$ cat config.mk
export PLATFORM = sky130hd
export DESIGN_NAME = tdr_tx_ring_engine
export DESIGN_NICKNAME = d
export VERILOG_FILES = /design/src/rtl/tdr_pkg.sv /design/src/rtl/tdr_len_clamp.sv /design/src/rtl/tdr_ring_ptr.sv /design/src/rtl/tdr_tx_ring_engine.sv
export SDC_FILE = /design/constraint.sdc
export NUM_CORES = 1
export LEC_CHECK = 0
export BUFFER_PORTS_ARGS = -buffer_cell sky130_fd_sc_hd__buf_2
export CAP_MARGIN = 5
export CORE_ASPECT_RATIO = 1.5
export CORE_MARGIN = 10
export CORE_UTILIZATION = 40
export DETAILED_ROUTE_END_ITERATION = 6
export PLACE_DENSITY = 0.69
export SKIP_CTS_REPAIR_TIMING = 1
export SYNTH_ARGS = -nofsm -noshare
export SYNTH_HDL_FRONTEND = slang
export SYNTH_SLANG_ARGS = --single-unit
$ cat constraint.sdc
create_clock -name clk -period 15.15 [get_ports clk]
set_input_delay 2.2725 -clock clk [delete_from_list [all_inputs] [get_ports clk]]
set_output_delay 2.2725 -clock clk [all_outputs]
set_load 0.01 [all_outputs]
$ cat src/rtl/tdr_pkg.sv
package tdr_pkg;
    typedef enum logic [2:0] {
        ST_IDLE,
        ST_FETCH_HDR,
        ST_FETCH_PTR,
        ST_FETCH_DATA,
        ST_SEND,
        ST_WRITE_BACK
    } tdr_state_e;

    localparam int FLAG_READY = 15;
    localparam int FLAG_WRAP  = 13;
    localparam int FLAG_LAST  = 11;
    localparam int DESC_BYTES = 8;
endpackage

$ cat src/rtl/tdr_len_clamp.sv
module tdr_len_clamp #(
    parameter int LEN_W     = 16,
    parameter int MAX_FRAME = 2048
) (
    input  logic             clk,
    input  logic             rst_n,
    input  logic [LEN_W-1:0] acc,
    input  logic [LEN_W-1:0] len_in,
    output logic [LEN_W-1:0] len_out,
    output logic             over
);
    localparam int SW = LEN_W + 1;
    localparam logic [SW-1:0] LIMIT = SW'(MAX_FRAME);

    logic [SW-1:0] sum;
    logic [SW-1:0] room;

    always_comb begin
        sum     = {1'b0, acc} + {1'b0, len_in};
        room    = LIMIT - {1'b0, acc};
        over    = sum > LIMIT;
        len_out = over ? room[LEN_W-1:0] : len_in;
    end

    // the clamped piece never pushes the frame past the limit
    a_r5_fits_limit: assert property (@(posedge clk) disable iff (!rst_n)
        ({1'b0, acc} <= LIMIT) |-> ({1'b0, acc} + {1'b0, len_out} <= LIMIT));
endmodule

$ cat src/rtl/tdr_ring_ptr.sv
module tdr_ring_ptr #(
    parameter int AW         = 32,
    parameter int ALIGN_BITS = 3,
    parameter int STEP       = 8
) (
    input  logic          clk,
    input  logic          rst_n,
    input  logic          base_we,
    input  logic [AW-1:0] base_wdata,
    input  logic          reload,
    input  logic          advance,
    input  logic          wrap,
    output logic [AW-1:0] base_q,
    output logic [AW-1:0] ptr_q
);
    localparam logic [AW-1:0] MASK = {{(AW-ALIGN_BITS){1'b1}}, {ALIGN_BITS{1'b0}}};
    localparam logic [AW-1:0] STEP_V = AW'(STEP);

    always_ff @(posedge clk or negedge rst_n) begin
        if (!rst_n) begin
            base_q <= '0;
            ptr_q  <= '0;
        end else if (base_we) begin
            base_q <= base_wdata & MASK;
            ptr_q  <= base_wdata & MASK;
        end else if (reload) begin
            ptr_q <= base_q;
        end else if (advance) begin
            ptr_q <= wrap ? base_q : ptr_q + STEP_V;
        end
    end

    // the stored base keeps its low bits clear
    a_r10_base_aligned: assert property (@(posedge clk) disable iff (!rst_n)
        base_q[ALIGN_BITS-1:0] == '0);

    // a plain advance moves exactly one descriptor
    a_r8_stride: assert property (@(posedge clk) disable iff (!rst_n)
        (advance && !wrap && !reload && !base_we) |=> (ptr_q == $past(ptr_q) + STEP_V));
endmodule

$ cat src/rtl/tdr_tx_ring_engine.sv
module tdr_tx_ring_engine
    import tdr_pkg::*;
#(
    parameter int AW         = 32,
    parameter int LEN_W      = 16,
    parameter int MAX_FRAME  = 2048,
    parameter int MAX_DESC   = 1024,
    parameter int ALIGN_BITS = 3
) (
    input  logic             clk,
    input  logic             rst_n,
    input  logic             en,
    input  logic             kick,
    input  logic             base_we,
    input  logic [AW-1:0]    base_wdata,
    output logic [AW-1:0]    ring_base,
    output logic [AW-1:0]    cur_ptr,
    output logic             busy,
    output logic             mem_req,
    output logic             mem_we,
    output logic [AW-1:0]    mem_addr,
    output logic [31:0]      mem_wdata,
    input  logic             mem_ack,
    input  logic [31:0]      mem_rdata,
    output logic             tx_valid,
    output logic [7:0]       tx_data,
    output logic             frame_done,
    output logic [LEN_W-1:0] frame_len,
    output logic             evt_buf,
    output logic             evt_babble
);
    localparam int CNT_W = $clog2(MAX_DESC + 1);
    localparam logic [CNT_W-1:0] CNT_LAST = CNT_W'(MAX_DESC - 1);
    localparam logic [AW-1:0] PTR_WORD1 = AW'(4);

    tdr_state_e state_q, state_d;

    logic [15:0]      flags_q;
    logic [LEN_W-1:0] len_q;
    logic [AW-1:0]    baddr_q;
    logic [LEN_W-1:0] rem_q;
    logic [LEN_W-1:0] acc_q;
    logic [31:0]      word_q;
    logic [CNT_W-1:0] cnt_q;

    logic [LEN_W-1:0] len_eff;
    logic             len_over;
    logic             start;
    logic             wb_done;
    logic             reload;

    assign start   = (state_q == ST_IDLE) && kick && en;
    assign wb_done = (state_q == ST_WRITE_BACK) && mem_ack;
    assign reload  = !en && (state_q == ST_IDLE);

    tdr_len_clamp #(
        .LEN_W     (LEN_W),
        .MAX_FRAME (MAX_FRAME)
    ) u_clamp (
        .clk     (clk),
        .rst_n   (rst_n),
        .acc     (acc_q),
        .len_in  (len_q),
        .len_out (len_eff),
        .over    (len_over)
    );

    tdr_ring_ptr #(
        .AW         (AW),
        .ALIGN_BITS (ALIGN_BITS),
        .STEP       (DESC_BYTES)
    ) u_ptr (
        .clk        (clk),
        .rst_n      (rst_n),
        .base_we    (base_we),
        .base_wdata (base_wdata),
        .reload     (reload),
        .advance    (wb_done),
        .wrap       (flags_q[FLAG_WRAP]),
        .base_q     (ring_base),
        .ptr_q      (cur_ptr)
    );

    // state register
    always_ff @(posedge clk or negedge rst_n) begin
        if (!rst_n) state_q <= ST_IDLE;
        else        state_q <= state_d;
    end

    // transitions
    always_comb begin
        state_d = state_q;
        unique case (state_q)
            ST_IDLE: begin
                if (start) state_d = ST_FETCH_HDR;
            end
            ST_FETCH_HDR: begin
                if (mem_ack) begin
                    state_d = mem_rdata[16 + FLAG_READY] ? ST_FETCH_PTR : ST_IDLE;
                end
            end
            ST_FETCH_PTR: begin
                if (mem_ack) begin
                    state_d = (len_eff == '0) ? ST_WRITE_BACK : ST_FETCH_DATA;
                end
            end
            ST_FETCH_DATA: begin
                if (mem_ack) state_d = ST_SEND;
            end
            ST_SEND: begin
                if (rem_q == LEN_W'(1))          state_d = ST_WRITE_BACK;
                else if (baddr_q[1:0] == 2'b11)  state_d = ST_FETCH_DATA;
                else                             state_d = ST_SEND;
            end
            ST_WRITE_BACK: begin
                if (mem_ack) state_d = (cnt_q == CNT_LAST) ? ST_IDLE : ST_FETCH_HDR;
            end
            default: state_d = ST_IDLE;
        endcase
    end

    // datapath registers
    always_ff @(posedge clk or negedge rst_n) begin
        if (!rst_n) begin
            flags_q <= '0;
            len_q   <= '0;
            baddr_q <= '0;
            rem_q   <= '0;
            acc_q   <= '0;
            word_q  <= '0;
            cnt_q   <= '0;
        end else begin
            if (start) begin
                acc_q <= '0;
                cnt_q <= '0;
            end
            if (state_q == ST_FETCH_HDR && mem_ack) begin
                flags_q <= mem_rdata[31:16];
                len_q   <= mem_rdata[LEN_W-1:0];
            end
            if (state_q == ST_FETCH_PTR && mem_ack) begin
                baddr_q <= mem_rdata[AW-1:0];
                rem_q   <= len_eff;
                acc_q   <= acc_q + len_eff;
            end
            if (state_q == ST_FETCH_DATA && mem_ack) begin
                word_q <= mem_rdata;
            end
            if (state_q == ST_SEND) begin
                baddr_q <= baddr_q + AW'(1);
                rem_q   <= rem_q - LEN_W'(1);
            end
            if (wb_done) begin
                cnt_q <= cnt_q + CNT_W'(1);
                if (flags_q[FLAG_LAST]) acc_q <= '0;
            end
        end
    end

    // outputs
    always_comb begin
        mem_req    = 1'b0;
        mem_we     = 1'b0;
        mem_addr   = cur_ptr;
        mem_wdata  = '0;
        tx_valid   = 1'b0;
        tx_data    = word_q[{baddr_q[1:0], 3'b000} +: 8];
        frame_done = 1'b0;
        frame_len  = acc_q;
        evt_buf    = 1'b0;
        evt_babble = 1'b0;
        busy       = (state_q != ST_IDLE);
        unique case (state_q)
            ST_IDLE: ;
            ST_FETCH_HDR: begin
                mem_req = 1'b1;
            end
            ST_FETCH_PTR: begin
                mem_req    = 1'b1;
                mem_addr   = cur_ptr + PTR_WORD1;
                evt_babble = mem_ack && len_over;
            end
            ST_FETCH_DATA: begin
                mem_req  = 1'b1;
                mem_addr = {baddr_q[AW-1:2], 2'b00};
            end
            ST_SEND: begin
                tx_valid = 1'b1;
            end
            ST_WRITE_BACK: begin
                mem_req    = 1'b1;
                mem_we     = 1'b1;
                mem_wdata  = {flags_q & ~(16'h1 << FLAG_READY), 16'(len_q)};
                evt_buf    = mem_ack;
                frame_done = mem_ack && flags_q[FLAG_LAST];
            end
            default: ;
        endcase
    end

    // a raised request waits for its acknowledge unchanged
    a_r11_hold_req: assert property (@(posedge clk) disable iff (!rst_n)
        (mem_req && !mem_ack) |=> (mem_req && $stable(mem_addr) && $stable(mem_we) && $stable(mem_wdata)));

    // with enable low an idle walker stays idle
    a_r2_needs_enable: assert property (@(posedge clk) disable iff (!rst_n)
        (!busy && !en) |=> !busy);

    // a completed frame never reports more than the limit
    a_r6_frame_bound: assert property (@(posedge clk) disable iff (!rst_n)
        frame_done |-> (frame_len <= LEN_W'(MAX_FRAME)));

    // the budget counter is below the cap whenever a descriptor is consumed
    a_r9_budget: assert property (@(posedge clk) disable iff (!rst_n)
        evt_buf |-> (cnt_q < CNT_W'(MAX_DESC)));

    // bytes are only streamed during an activation with no memory traffic
    a_r4_send_quiet: assert property (@(posedge clk) disable iff (!rst_n)
        tx_valid |-> (busy && !mem_req));
endmodule

==> impl_metrics.py, run 1 <==
metrics = {
    "run_status": {
        "outcome": "finished clean",
    },
    "worst_setup_path": {
        "cp_max_fo": 18,
        "crit_path_end_kind": "flip-flop",
        "cp-start-kind": "flip-flop",
        "required_ns": 15.52,
        "critical_path_class": "flip-flop to flip-flop",
        "arrival_ns": 6.78,
    },
    "cells_and_area": {
        "fin_nets": 1636,
        "final_common_cell": "buf_2",
        "fin_area_um2": 14400,
        "layout_common_cells": "buf_2 (215), dfrtp_1 (199), nand2_1 (193), mux2_2 (94), o21ai_0 (88)",
        "area_delta_synth_final_pct": 15.5,
        "drive_above_1_share": 0.245,
        "fillers": 3053,
    },
    "routing": {
        "firstDrtPassIters": 7,
        "drtIter0Drc": 955,
        "vias": 11300,
        "routed_wl_um": 40900,
        "viasPerCell": 5.80,
        "wl_per_cell_um": 21.0,
        "drc": 0,
        "ant_nets": 0,
    },
    "die": {
        "boundaryPins": 229,
        "core_area_um2": 30900,
        "start_util": 0.404,
        "die_h_um": 237,
        "row_count": 79,
        "dieArea_um2": 38900,
        "die_x_um": 164,
    },
    "clock_tree": {
        "clkLatencyLatePin_ns": 0.46,
        "cts_root_buf": "clkbuf_16",
        "max-clock-path-buffers": 2,
        "h-tree-depth": 4,
        "cts_tree": "yes",
        "cts_num_sinks": 199,
        "cts_buffers": 17,
        "path_clk_slew_ns": 0.08,
    },
    "placement": {
        "dp_hpwl_um": 30600,
        "dpl_worst_slack_ns": 8.83,
        "postPlaceCellArea_um2": 13800,
        "place.gp.congestion": 0.901,
        "portBuffers": 216,
    },
    "power": {
        "p_leak_nw": 6.57,
        "switching_share": 0.465,
        "pwr_density_cell_nw_per_um2": 233,
        "clkPwrFrac": 0.141,
        "vdd_ir_drop_max_uv": 103,
        "power_switching_mw": 1.56,
        "pwr-share-comb": 0.546,
        "internal-power_mw": 1.80,
        "sequentialPowerShare": 0.313,
    },
    "logic_synthesis": {
        "yosysSeqAreaShare": 0.398,
        "ys.flop_type": "dfrtp_1",
        "async_flop_share": 1.00,
        "ys_seq_elements": 199,
        "synth.avg_cell_area_um2": 9.18,
        "synthesis.area_um2": 12500,
        "yosysWarningCount": 0,
        "syn_inst": 1361,
        "synth-edff-count": 0,
        "synth.distinct_cells": 84,
    },
    "sta": {
        "max_freq_mhz": 156,
        "slew_violations": 0,
        "setup_viol_count_final": 0,
        "clock_skew_ns": 0.0127,
        "tns_ns": 0,
        "period_needed_ns": 6.41,
        "hold_viol": 0,
        "layout_setup_ws_ns": 8.74,
        "relSlewSlack": 0.189,
        "tightestPinTransition_ns": 1.21,
        "grt_setup_unrepaired": "no",
        "post-route-period-util": 0.423,
    },
    "global_routing": {
        "antenna_found_initial": 3,
        "grt_pass1_vias": 11400,
        "grt_pass1_wl_um": 64000,
        "grt_max_degree": 130,
        "grt-ovfl-total": 0,
        "grt_use_total": 0.208,
    },
    "flow_run": {
        "max-cap-violations": 0,
    },
    "worst_hold_path": {
        "hold_path_class": "flip-flop to flip-flop",
    },
}
-- cells in the mapped netlist (11+ instances only) --
cell type  number  area, um2
and3_1         21        131
a21oi_1        73        365
or3_1          13       81.3
clkbuf_1       61        229
nor2_1         81        304
a31oi_1        17        106
dfrtp_1       199       4980
xnor2_1        28        245
inv_1          24       90.1
o21ai_0        88        440
nor3_1         24        120
a211oi_1       21        158
nand2_1       193        724
mux2_2         94       1060
ha_1           39        488
o211ai_1       25        188
and2_1         38        238
nand3_1        57        285
buf_1          11       41.3
nor4_1         14       87.6
xor2_1         24        210
mux2_1         13        146
o311ai_0       11       96.3
-- registers in the layout, indices dropped and copies added, names as in the netlist --
name          count
len_q            16
cnt_q            11
word_q           32
rem_q            16
u_ptr.ptr_q      29
u_ptr.base_q     29
flags_q          15
baddr_q          32
frame_len        16
state_q           3
-- per-stage QoR --
step,utilization,instances,power [mW],hold WS (ns)
final,0.467,1943,3.37,0.480
after global routing,0.467,1943,3.63,0.506
after CTS,0.466,1942,3.38,0.481
after detailed placement,0.447,1911,2.89,0.471
after global placement,0.447,1911,2.83,0.462
after floorplan,-,1369,2.29,0.449
-- worst paths after layout --
| check | startpoint | to | slack [ns] | cells after the start |
|---|---|---|---|---|
| worst max register to register | frame_len[0] | frame_len[15] | 8.74 | 20 |
| worst max-delay path | frame_len[0] | frame_len[15] | 8.74 | 20 |
| worst min-delay path | cnt_q[10] | cnt_q[10] | 0.48 | 1 |
| worst min register to register | cnt_q[10] | cnt_q[10] | 0.48 | 1 |
| min in group asynchronous | rst_n | flags_q[7] | 1.99 | 1 |
| max in group asynchronous | rst_n | u_ptr.base_q[7] | 11.52 | 2 |
-- metal layers --
metal  wire length (um)  up-vias  GRT usage
met5                  0        -          0
met4               2500        0      0.131
met3               2570      112     0.0410
met2              21000      402      0.362
met1              14800     5492      0.224
li1                   -     5261          -
-- power groups by stage --
stage,Sequential (mW),Clock [mW],Combinational [mW]
2_1_floorplan,0.941,0,1.35
3_3_place_gp,1.04,0,1.79
3_5_place_dp,1.06,0,1.83
4_1_cts,1.05,0.485,1.84
5_1_grt,1.09,0.505,2.04
6_report,1.05,0.476,1.84
-- cell type report --
type / count / area [um2] / share of cell area
Sequential cell: 199 / 4980 / 0.345
Inverter: 26 / 97.6 / 0.00676
Clock buffer: 21 / 460 / 0.0319
Clock inverter: 10 / 140 / 0.00971
Tap cell: 405 / 507 / 0.0351
Multi-Input combinational cell: 1056 / 7090 / 0.491
Timing Repair Buffer: 225 / 1160 / 0.0802
Antenna cell: 1 / 2.50 / 0.000173
-- critical path, stage by stage, from the launching register on --
cell and delay (ns):
dfrtp_1 0.51, ha_1 0.30, fa_1 0.42, a211oi_1 0.51
nor4_1 0.19, or3_1 0.40, nand3_1 0.08, a21boi_1 0.38
nand2_2 0.35, mux2i_1 0.52, inv_1 0.09, ha_1 0.30
a211oi_1 0.34, o21ai_0 0.25, a311oi_1 0.55, o31ai_1 0.22
a21o_1 0.21, a21oi_1 0.22, nor3_1 0.09, or2_0 0.23
o211ai_1 0.15
-- kinds of logic after synthesis --
group | Yosys count | synth area share
simple gates | 504 | 0.195
buf+inv | 114 | 0.0388
compound gates | 329 | 0.174
mux | 121 | 0.116
other cells | 1 | 0.000300
flops | 199 | 0.398
xor+xnor | 52 | 0.0364
fa+ha+maj | 41 | 0.0422
Note: power is estimated with default switching activity, not from simulation.
==> run 2: changes to the inputs <==
==> constraint.sdc (replaced) <==
create_clock -name clk -period 6.2 [get_ports clk]
set_input_delay 0.93 -clock clk [delete_from_list [all_inputs] [get_ports clk]]
set_output_delay 0.93 -clock clk [all_outputs]
set_load 0.01 [all_outputs]
==> impl_metrics.py, run 2 (synthesis gave the netlist of run 1 again) <==
metrics = {
    "run_status": {
        "outcome": "finished clean",
    },
    "die": {
        "core_area_um2": 30900,
        "row_count": 79,
        "boundaryPins": 229,
        "die_h_um": 237,
        "start_util": 0.404,
        "dieArea_um2": 38900,
        "die_x_um": 164,
    },
    "clock_tree": {
        "clkLatencyLatePin_ns": 0.45,
        "cts_root_buf": "clkbuf_16",
        "h-tree-depth": 4,
        "max-clock-path-buffers": 2,
        "cts_num_sinks": 199,
        "cts_tree": "yes",
        "cts_buffers": 17,
        "path_clk_slew_ns": 0.08,
    },
    "sta": {
        "setup_viol_count_final": 0,
        "slew_violations": 0,
        "grt_setup_unrepaired": "no",
        "hold_viol": 0,
        "tightestPinTransition_ns": 1.25,
        "tns_ns": 0,
        "clock_skew_ns": 0.0125,
        "hold_ws_ns": 0.267,
        "relSlewSlack": 0.167,
        "max_freq_mhz": 173,
        "post-route-period-util": 0.930,
        "period_needed_ns": 5.77,
    },
    "routing": {
        "firstDrtPassIters": 5,
        "vias": 11400,
        "wl_per_cell_um": 21.1,
        "ant_nets": 0,
        "drtIter0Drc": 795,
        "drc": 0,
        "routed_wl_um": 41400,
        "viasPerCell": 5.81,
    },
    "global_routing": {
        "grt_pass1_wl_um": 64700,
        "grt_max_degree": 197,
        "grt_busiest_layer": "met2",
        "grtUsageMet3": 0.0493,
        "met1_usage": 0.222,
        "grt_pass1_vias": 11500,
        "grt-ovfl-total": 0,
        "grt_use_total": 0.211,
        "use_met2": 0.370,
        "antenna_found_initial": 0,
    },
    "worst_setup_path": {
        "r2r-end": "frame_len[14]",
        "slowest_stage": "dfrtp_1",
        "critical_path_class": "flip-flop to flip-flop",
        "crit_chain": "ha_1 > fa_1 > a211oi_2 > nor4_2 > or3_1 > nand3_1 > a21boi_1 > nand2_4 > mux2_1 > ha_1 > inv_1 > fa_1 > nand3b_1 > a21boi_0 > o21ai_0 > a21oi_1 > a31oi_1 > o21ai_0 > o41ai_1 > mux2i_1 > nor3_1",
        "arrival_ns": 6.06,
        "rrSetupSlack_ns": 0.43,
        "r2r_start": "frame_len[0]",
        "max_stage_delay_ns": 0.50,
        "required_ns": 6.50,
        "r2r_cells": 21,
        "cp_max_fo": 18,
        "crit_path_end_kind": "flip-flop",
        "cp-start-kind": "flip-flop",
    },
    "power": {
        "power_mw": 8.29,
        "pwr_density_cell_nw_per_um2": 569,
        "p_leak_nw": 6.65,
        "vdd_ir_drop_max_uv": 228,
    },
    "placement": {
        "dp_hpwl_um": 30900,
        "place.gp.congestion": 0.916,
        "portBuffers": 216,
    },
    "cells_and_area": {
        "final_common_cell": "buf_2",
        "fin_nets": 1650,
        "area_delta_synth_final_pct": 16.5,
        "largestRegisters": "baddr_q (32), word_q (32)",
        "drive_above_1_share": 0.255,
        "diodes": 0,
        "layout_common_cells": "buf_2 (215), dfrtp_1 (199), nand2_1 (193), mux2_2 (94), o21ai_0 (88)",
        "fillers": 2905,
    },
    "flow_run": {
        "max-cap-violations": 0,
    },
    "worst_hold_path": {
        "hold_path_class": "input pin to async pin",
    },
}
[run 2: changes by cell type in the layout (fill, tap and decap cells not counted), sizes merged]
cell    change
inv         +4
clkinv      +2
clkbuf      -3
diode       -1
bufinv      -2
buf        +14
[run 2: power breakdown]
part | internal [mW] | leakage [nW] | switching, mW | total [mW]
registers | 1.80 | 2.46 | 0.730 | 2.53
clock network | 0.552 | 0.284 | 0.585 | 1.14
logic | 2.04 | 3.91 | 2.58 | 4.62
total | 4.40 | 6.65 | 3.89 | 8.29
[run 2: metrics by stage]
stage | setup slack, ns | util | instance area (um2) | instances
finish | 0.435 | 0.471 | 14600 | 1957
global route | 0.0220 | 0.471 | 14600 | 1957
CTS | 0.158 | 0.470 | 14500 | 1957
detailed placement | 0.194 | 0.451 | 13900 | 1925
global placement | 0.351 | 0.451 | 13900 | 1925
floorplan | 1.10 | - | 12500 | 1369
[run 2: final cells by class]
cell class	instances	area [um2]	area share
multi-input combinational	1056	7110	0.488
timing repair buffer	239	1270	0.0876
inverter	26	97.6	0.00670
clock buffer	18	439	0.0302
tap	405	507	0.0348
sequential	199	4980	0.342
clock inverter	14	153	0.0105
[run 2: critical path, delay by kind of cell (launching register included)]
family / cells / cell delay [ns]
buffers and inverters: 1 / 0.10
adders and majority gates: 4 / 1.16
and+or+nand+nor: 6 / 1.04
muxes: 2 / 0.66
DFF: 1 / 0.50
AOI/OAI and AO/OA: 8 / 2.14
[run 2: per-layer routing]
metal / vias up / wire length, um / part of all wire
met5: - / 0 / 0
met4: 0 / 2310 / 0.056
met3: 98 / 2440 / 0.059
met2: 380 / 21400 / 0.52
met1: 5585 / 15200 / 0.37
li1: 5300 / - / -
[run 2: worst max-delay path by stage]
stage,startpoint,to,slack [ns],cells past startpoint
2_1_floorplan,frame_len[0],frame_len[15],1.10,21
3_3_place_gp,frame_len[0],frame_len[14],0.35,21
3_5_place_dp,frame_len[0],frame_len[14],0.19,21
4_1_cts,frame_len[0],frame_len[14],0.16,21
5_1_grt,frame_len[0],frame_len[14],0.02,21
6_report,frame_len[0],frame_len[14],0.43,21
==> run 3: changes to the inputs <==
--- a/config.mk
+++ b/config.mk
@@ -11,8 +11,9 @@
 export CORE_MARGIN = 10
 export CORE_UTILIZATION = 40
 export DETAILED_ROUTE_END_ITERATION = 6
-export PLACE_DENSITY = 0.69
+export PLACE_DENSITY = 0.68
 export SKIP_CTS_REPAIR_TIMING = 1
 export SYNTH_ARGS = -nofsm -noshare
 export SYNTH_HDL_FRONTEND = slang
+export SYNTH_HIERARCHICAL = 1
 export SYNTH_SLANG_ARGS = --single-unit
==> impl_metrics.py, run 3 <==
metrics = {
    "sta": {
        "relSlewSlack": 0.155,
        "max_freq_mhz": 173,
        "tns_ns": 0,
        "slew_violations": 0,
        "grt_setup_unrepaired": "no",
        "setup_viol_count_final": 0,
        "tightestPinTransition_ns": 1.26,
        "period_needed_ns": 5.79,
        "hold_viol": 0,
        "clock_skew_ns": 0.0121,
        "post-route-period-util": 0.933,
    },
    "global_routing": {
        "grt_pass1_vias": 12500,
        "grt_use_total": 0.217,
        "use_met2": 0.366,
        "grtUsageMet3": 0.0480,
        "grt_max_degree": 127,
        "grt_pass1_wl_um": 71900,
        "grt_busiest_layer": "met2",
        "antenna_found_initial": 3,
        "grt-ovfl-total": 0,
        "met1_usage": 0.253,
    },
    "logic_synthesis": {
        "synthTopCellsByArea": "dfrtp_1 (38%), mux2_2 (6.9%), o21ai_0 (4.3%), nand2_1 (4.2%), a21oi_1 (3.9%)",
        "synth.distinct_cells": 87,
        "synth_top_cell_by_area": "dfrtp_1",
        "ys.flop_type": "dfrtp_1",
        "synthesis.area_um2": 13300,
        "syn_inst": 1483,
        "yosysSeqAreaShare": 0.376,
        "synth-edff-count": 0,
        "synth.avg_cell_area_um2": 8.93,
        "synth_top_area_frac": 0.376,
        "yosysWarningCount": 6,
        "ys_seq_elements": 199,
        "synthTopCellsByCount": "dfrtp_1 (199), nand2_1 (150), nor2_1 (121)",
        "async_flop_share": 1.00,
        "synth_most_common_cell": "dfrtp_1",
    },
    "routing": {
        "vias": 12700,
        "wl_per_cell_um": 22.1,
        "routed_wl_um": 45900,
        "ant_nets": 0,
        "firstDrtPassIters": 5,
        "drtIter0Drc": 1023,
        "viasPerCell": 6.11,
        "drc": 0,
    },
    "clock_tree": {
        "cts_root_buf": "clkbuf_16",
        "cts_tree": "yes",
        "clkLatencyLatePin_ns": 0.45,
        "cts_buffers": 17,
        "path_clk_slew_ns": 0.07,
        "h-tree-depth": 4,
        "cts_num_sinks": 199,
        "max-clock-path-buffers": 2,
    },
    "worst_setup_path": {
        "crit_path_end_kind": "flip-flop",
        "critical_path_class": "flip-flop to flip-flop",
        "cp_max_fo": 12,
        "arrival_ns": 6.15,
        "required_ns": 6.56,
        "cp-start-kind": "flip-flop",
    },
    "placement": {
        "portBuffers": 216,
        "dp_hpwl_um": 34200,
        "place.gp.congestion": 0.933,
    },
    "cells_and_area": {
        "final_common_cell": "buf_2",
        "largestRegisters": "baddr_q (32), word_q (32)",
        "drive_above_1_share": 0.240,
        "layout_common_cells": "buf_2 (215), dfrtp_1 (198), nand2_1 (150), nor2_1 (118), o21ai_0 (115)",
        "area_delta_synth_final_pct": 15.0,
        "fin_nets": 1762,
        "fillers": 3207,
    },
    "power": {
        "p_leak_nw": 6.89,
        "vdd_ir_drop_max_uv": 255,
        "power_mw": 8.50,
        "pwr_density_cell_nw_per_um2": 558,
    },
    "die": {
        "core_area_um2": 32600,
        "die_x_um": 169,
        "start_util": 0.406,
        "row_count": 81,
        "boundaryPins": 229,
        "dieArea_um2": 41000,
        "die_h_um": 243,
    },
    "worst_hold_path": {
        "hold_path_class": "flip-flop to flip-flop",
    },
    "flow_run": {
        "max-cap-violations": 0,
    },
    "run_status": {
        "outcome": "finished clean",
    },
}
## run 3: cell types whose count changed after synthesis, moves of 11 or more
cell and change:
o21ai_0 +27, nand4_1 +18, mux2_2 -13, clkbuf_1 -13, nor2_1 +40, o22ai_1 +14
inv_1 +23, and4_1 +11, and3_1 +32, nand2_1 -43, a21oi_1 +29, mux2_1 -13
and2_1 -27
## run 3: layer usage
metal / part of all wire / wire, um
met1: 0.39 / 17900
met2: 0.50 / 22800
met3: 0.066 / 3040
met4: 0.046 / 2130
met5: 0.00072 / 33
## run 3: worst paths after layout
kind / startpoint / end / slack, ns / cells after the start
min in group asynchronous: rst_n / cnt_q[7] / 0.65 / 1
worst max-delay path: frame_len[0] / frame_len[15] / 0.41 / 19
worst max register to register: frame_len[0] / frame_len[15] / 0.41 / 19
max in group asynchronous: rst_n / u_ptr/ptr_q[18] / 4.29 / 2
worst min register to register: cnt_q[10] / cnt_q[10] / 0.49 / 1
worst min-delay path: cnt_q[10] / cnt_q[10] / 0.49 / 1
## run 3: stage by stage
stage / utilization / worst slack (ns) / cell area (um2) / std cells / hold WS, ns
after floorplan: - / 1.22 / 13300 / 1488 / 0.445
after detailed placement: 0.448 / 0.575 / 14600 / 2048 / 0.470
after global routing: 0.467 / 0.186 / 15200 / 2079 / 0.517
final: 0.467 / 0.412 / 15200 / 2081 / 0.489
after global placement: 0.448 / 0.660 / 14600 / 2048 / 0.462
after CTS: 0.467 / 0.550 / 15200 / 2079 / 0.486
## run 3: report_power, final
group	internal (mW)	switching, mW
combinational	2.02	2.73
clock	0.665	0.540
sequential	1.79	0.756
## run 3: area by class of cell
| class | instances | area, um2 | area share |
|---|---|---|---|
| Multi-Input combinational cell | 1156 | 7740 | 0.508 |
| Antenna cell | 2 | 5.00 | 0.000328 |
| Sequential cell | 199 | 4980 | 0.327 |
| Tap cell | 415 | 519 | 0.0341 |
| Clock buffer | 20 | 457 | 0.0300 |
| Clock inverter | 11 | 164 | 0.0108 |
| Inverter | 48 | 180 | 0.0118 |
| Timing Repair Buffer | 230 | 1190 | 0.0784 |
## run 3: worst max-delay path, stage by stage (launching register included)
cell      delay, ns
dfrtp_1        0.50
ha_1           0.28
fa_1           0.41
a21oi_1        0.30
o211a_1        0.27
a32oi_1        0.21
a221oi_2       0.30
mux2i_1        0.23
nand4_1        0.20
nor3_4         0.47
buf_4          0.35
mux2_4         0.35
ha_1           0.31
a21oi_1        0.28
o21ai_0        0.20
a221oi_1       0.33
o21a_1         0.18
xor2_1         0.26
a21oi_1        0.11
o22ai_1        0.15
## run 3: kinds of logic after synthesis
family | Yosys count | synth area share
AOI/OAI and AO/OA | 428 | 0.209
xor gates and xnor gates | 37 | 0.0245
adders and majority gates | 40 | 0.0389
buffers and inverters | 133 | 0.0428
DFF | 199 | 0.376
muxes | 110 | 0.102
other | 2 | 0.000567
and+or+nand+nor | 534 | 0.207
